==> config.mk <==
export PLATFORM = sky130hd
export DESIGN_NAME = taint_vote_top
export DESIGN_NICKNAME = d
export VERILOG_FILES = /design/src/rtl/taint_pkg.sv /design/src/rtl/taint_aoi_rails.sv /design/src/rtl/taint_aoi_plain.sv /design/src/rtl/taint_lane_vote.sv /design/src/rtl/taint_vote_top.sv
export SDC_FILE = /design/constraint.sdc
export NUM_CORES = 1
export LEC_CHECK = 0
export BUFFER_PORTS_ARGS = -buffer_cell sky130_fd_sc_hd__buf_2
export CAP_MARGIN = 20
export CORE_UTILIZATION = 45
export DETAILED_ROUTE_END_ITERATION = 8
export PLACE_DENSITY = 0.83
export SLEW_MARGIN = 20
export SYNTH_ARGS = -nofsm -noshare
export SYNTH_HDL_FRONTEND = slang
export SYNTH_SLANG_ARGS = --single-unit
==> constraint.sdc <==
create_clock -name clk -period 1.9 [get_ports clk]
set_clock_uncertainty 0.15 [all_clocks]
set_input_delay 0.095 -clock clk [delete_from_list [all_inputs] [get_ports clk]]
set_output_delay 0.095 -clock clk [all_outputs]
set_load 0.1 [all_outputs]
==> src/rtl/taint_pkg.sv <==
package taint_pkg;
  typedef logic [1:0] dr_t;

  localparam dr_t DR_T0  = 2'b00;
  localparam dr_t DR_T1  = 2'b11;
  localparam dr_t DR_U   = 2'b01;
  localparam dr_t DR_BAD = 2'b10;

  function automatic dr_t dr_and(input dr_t a, input dr_t b);
    return {a[1] & b[1], a[0] & b[0]};
  endfunction

  function automatic dr_t dr_or(input dr_t a, input dr_t b);
    return {a[1] | b[1], a[0] | b[0]};
  endfunction

  // swap and complement keeps 01 on 01
  function automatic dr_t dr_not(input dr_t a);
    return {~a[0], ~a[1]};
  endfunction
endpackage

==> src/rtl/taint_aoi_rails.sv <==
module taint_aoi_rails
  import taint_pkg::*;
#(
  parameter int NIN = 4
) (
  input  logic [2*NIN-1:0] lab_i,
  output dr_t              y_o
);
  localparam int NP = NIN / 2;

  dr_t prod [NP];
  dr_t acc;

  for (genvar p = 0; p < NP; p++) begin : g_pair
    assign prod[p] = dr_and(lab_i[4*p +: 2], lab_i[4*p+2 +: 2]);
  end

  always_comb begin
    acc = DR_T0;
    for (int p = 0; p < NP; p++) acc = dr_or(acc, prod[p]);
  end

  assign y_o = dr_not(acc);
endmodule

==> src/rtl/taint_aoi_plain.sv <==
module taint_aoi_plain #(
  parameter int NIN = 4
) (
  input  logic [NIN-1:0] d_i,
  output logic           y_o
);
  localparam int NP = NIN / 2;

  logic [NP-1:0] prod;

  for (genvar p = 0; p < NP; p++) begin : g_pair
    assign prod[p] = d_i[2*p] & d_i[2*p+1];
  end

  assign y_o = ~(|prod);
endmodule

==> src/rtl/taint_lane_vote.sv <==
module taint_lane_vote
  import taint_pkg::*;
#(
  parameter int NIN = 4
) (
  input  logic             clk,
  input  logic             rst,
  input  logic [2*NIN-1:0] lab_i,
  input  logic             plain_i,
  input  dr_t              rail_i,
  input  logic [2:0]       inj_i,
  output logic             val_o,
  output logic             trust_o,
  output logic             fault_o,
  output logic             enc_err_o
);
  logic any_bad, any_unt;
  logic cp, ch, cl;
  logic n_val, n_trust, n_fault, n_enc;

  always_comb begin
    any_bad = 1'b0;
    any_unt = 1'b0;
    for (int k = 0; k < NIN; k++) begin
      if (lab_i[2*k +: 2] == DR_BAD) any_bad = 1'b1;
      if (lab_i[2*k +: 2] == DR_U)   any_unt = 1'b1;
    end
  end

  assign cp = plain_i   ^ inj_i[2];
  assign ch = rail_i[1] ^ inj_i[1];
  assign cl = rail_i[0] ^ inj_i[0];

  always_comb begin
    n_val = 1'b0; n_trust = 1'b0; n_fault = 1'b0; n_enc = 1'b0;
    if (any_bad) begin
      n_enc = 1'b1;
    end else if (!any_unt) begin
      n_trust = 1'b1;
      n_val   = (cp & ch) | (cp & cl) | (ch & cl);
      n_fault = !((cp == ch) && (ch == cl));
    end else if (ch == cl) begin
      n_trust = 1'b1;
      n_val   = ch;
    end
  end

  always_ff @(posedge clk) begin
    if (rst) begin
      val_o <= 1'b0; trust_o <= 1'b0; fault_o <= 1'b0; enc_err_o <= 1'b0;
    end else begin
      val_o <= n_val; trust_o <= n_trust; fault_o <= n_fault; enc_err_o <= n_enc;
    end
  end

  AST_ENC_QUIET: assert property (@(posedge clk) disable iff (rst)
    enc_err_o |-> (!val_o && !trust_o && !fault_o));
  AST_FAULT_TRUSTED: assert property (@(posedge clk) disable iff (rst)
    fault_o |-> trust_o);
  AST_UNTRUST_ZERO: assert property (@(posedge clk) disable iff (rst)
    !trust_o |-> !val_o);
  AST_RAILS_AGREE: assert property (@(posedge clk) disable iff (rst)
    (!any_bad && !any_unt) |-> (rail_i[1] == rail_i[0]));
  AST_CLEAN_NOFAULT: assert property (@(posedge clk) disable iff (rst)
    (!any_bad && !any_unt && inj_i == 3'b000) |=> !fault_o);
  AST_UNT_NOFAULT: assert property (@(posedge clk) disable iff (rst)
    (any_unt && !any_bad) |=> !fault_o);
endmodule

==> src/rtl/taint_vote_top.sv <==
module taint_vote_top
  import taint_pkg::*;
#(
  parameter int LANES = 2,
  parameter int NIN   = 4
) (
  input  logic                   clk,
  input  logic                   rst,
  input  logic [LANES*NIN-1:0]   data_i,
  input  logic [LANES*2*NIN-1:0] lab_i,
  input  logic [LANES*3-1:0]     inj_i,
  output logic [LANES-1:0]       val_o,
  output logic [LANES-1:0]       trust_o,
  output logic [LANES-1:0]       fault_o,
  output logic [LANES-1:0]       enc_err_o
);
  localparam int LW = 2 * NIN;

  for (genvar l = 0; l < LANES; l++) begin : g_lane
    logic plain_y;
    dr_t  rail_y;

    taint_aoi_plain #(.NIN(NIN)) u_plain (
      .d_i (data_i[l*NIN +: NIN]),
      .y_o (plain_y)
    );

    taint_aoi_rails #(.NIN(NIN)) u_rails (
      .lab_i (lab_i[l*LW +: LW]),
      .y_o   (rail_y)
    );

    taint_lane_vote #(.NIN(NIN)) u_vote (
      .clk       (clk),
      .rst       (rst),
      .lab_i     (lab_i[l*LW +: LW]),
      .plain_i   (plain_y),
      .rail_i    (rail_y),
      .inj_i     (inj_i[l*3 +: 3]),
      .val_o     (val_o[l]),
      .trust_o   (trust_o[l]),
      .fault_o   (fault_o[l]),
      .enc_err_o (enc_err_o[l])
    );
  end
endmodule

==> reports/results.ini <==
[status]
status = finished clean

[worst_setup_path]
cp.buffers_inverters = 1
crit_path_start_kind = register
cpPeakStageDelay_ns = 0.41
cp_cell_sequence = buf_2
critical-path-top-delay-family = buffers and inverters
critical_path_arrival_ns = 0.96
cp_slowest_cell = buf_2
critPathCaptureType = output port
criticalPathCategory = reg -> out
startpoint = g_lane[1].u_vote.enc_err_o
cp.required_ns = 1.65
path_max_fanout = 1

[clocking]
root_buffer = clkbuf_4
cts_buffers = 3
cts_sinks = 8
clockBufferDepth = 2
clk_pin_slew_ns = 0.05
cts_resized = 0
htree_levels = 1
cts-hold-fix-buffers = 1
cts_setup_buffers = 0
cts_tree = done

[power_and_ir_drop]
p_leak_nw = 0.438
total_power_uw = 536
ir_worst_vdd_mv = 0.215
pwr-share-comb_pct = 44.0
intPower_uw = 334
swShare_pct = 37.7
power_density_mw_per_mm2 = 634
p_switching_uw = 202
clockPowerShare_pct = 22.4
pwr-share-seq_pct = 33.7

[layout]
final_cell_count_no_fill = 120
regArea_um2 = 160
final_util_pct = 63.4
nets = 143
drive_gt1_share_pct = 45.7
final_cell_mix = 39 x buf_2, 8 x xor2_1, 8 x dfxtp_1, 7 x a22oi_1, 7 x inv_1
final_common_cell = buf_2
area.growth.synth_to_final_pct = 28.3
antenna_cells = 0
fill_cells = 108
multi_input_comb_area_um2 = 413

[grt]
grt_max_degree = 6
grt_pass1_wl_mm = 1.78
track_usage_pct = 16.0
grt_pass1_vias = 490
overflow = 0
grt_antenna_before_repair = 0

[sta]
fmax_mhz = 830
period_share_pct = 63.4
setup_viol = 0
final.min_clock_period_ns = 1.21
rsz0062_at_grt = no
setup_ws_ns = 0.695
tns_ns = 0
maxSlewViolCount = 0
tightest_slew_ns = 0.484
relSlewSlack_pct = 68.0
finalHoldViolCount = 0

[synthesis]
ys_top_cells_by_area = dfxtp_1 24%, xor2_1 11%, buf_4 9.1%, a2111oi_4 8.3%, a22oi_1 8.0%
ys_seq_elements = 8
synth.distinct_cells = 24
syn_avg_cell_area_um2 = 9.42
yosysTopAreaCellShare_pct = 24.3
ys.flop_type = dfxtp_1
synth_async_sr_flop_share_pct = 0
syn-num-nets = 106
synth_area_um2 = 659
synthCells = 70
synth_edf_count = 0
ys_warn_count = 0
yosysTopAreaCell = dfxtp_1
ys_seq_area_share_pct = 24.3

[floorplan]
num_rows = 13
core_area_mm2 = 0.00133
fp.dieH_um = 40.3
io_pins = 40
dieArea_mm2 = 0.00162
start_util_pct = 49.4
die_x_um = 40.3

[placed_design]
io_buffers = 39
place_worst_setup_slack_ns = 0.498
placedCellCount = 116
routabilityCongestion = 0.737
dp_hpwl_mm = 1.02

[detailed_routing]
drtAntennaViolNets = 0
post_drt_wl_per_cell_um = 9.57
via_count = 599
drc = 0
drt_pass1_iterations = 4
drtIter0Drc = 6
avgViaCountPerCell = 4.99
wl_mm = 1.15

[flow_run]
max_cap_violations = 0

[hold_path]
hold_class = in -> reg
holdCritStartpoint = lab_i[11]

logic make-up after synthesis:
logic type / Yosys count / share of synthesized area (%)
DFF: 8 / 24.3
buffers and inverters: 15 / 13.1
adders and majority gates: 4 / 7.59
xor gates and xnor gates: 8 / 10.6
and+or+nand+nor: 18 / 19.4
AOI/OAI and AO/OA: 17 / 25.0
power by group through the flow:
stage | logic (mW) | clock network (mW) | registers (mW)
4_1_cts | 0.237 | 0.127 | 0.181
2_1_floorplan | 0.185 | 0 | 0.184
6_report | 0.236 | 0.120 | 0.181
3_5_place_dp | 0.235 | 0 | 0.184
5_1_grt | 0.258 | 0.135 | 0.182
3_3_place_gp | 0.232 | 0 | 0.184
layout make-up:
class	instances	area share (%)
multi-input combinational	47	48.8
timing repair buffer	40	24.3
sequential	8	18.9
inverter	7	3.11
clock buffer	3	2.66
tap	15	2.22
worst paths after layout:
| kind | slack (ns) | endpoint | cells past startpoint |
|---|---|---|---|
| worst max-delay path | 0.69 | enc_err_o[1] | 1 |
| worst min-delay path | 0.01 | g_lane[1].u_vote.enc_err_o | 3 |
worst min-delay path, stage by stage:
cell	delay (ns)
buf_2	0.12
a2111oi_4	0.08
nor2_1	0.08
synth_stat cells, types with 2 or more instances:
library cell  count
buf_4             8
dfxtp_1           8
xor2_1            8
a22oi_1           7
inv_1             7
ha_1              4
nor2_1            3
nor2b_1           3
or2b_1            3
a2111oi_4         2
a211oi_1          2
a21oi_1           2
nand2b_1          2
through the flow:
step	instance area, um2	hold slack, ns
global route	846	0.0168
detailed placement	813	0.174
finish	846	0.0147
CTS	846	0.00952
floorplan	659	0.0174
global placement	813	0.177
state kept, by name (all words and copies together) (netlist names):
signal / cells
g_lane.u_vote.fault_o: 2
g_lane.u_vote.trust_o: 2
g_lane.u_vote.enc_err_o: 2
g_lane.u_vote.val_o: 2
metal layers:
metal / up-vias / part of all wire (%) / track usage (%) / wire length, um
met2: 14 / 55 / 28.2 / 632
met5: - / 0 / 0 / 0
met3: 0 / 3.4 / 1.67 / 39
li1: 308 / - / - / -
met1: 277 / 42 / 19.1 / 477
met4: 0 / 0 / 7.50 / 0
(Power assumes the default switching activity.)
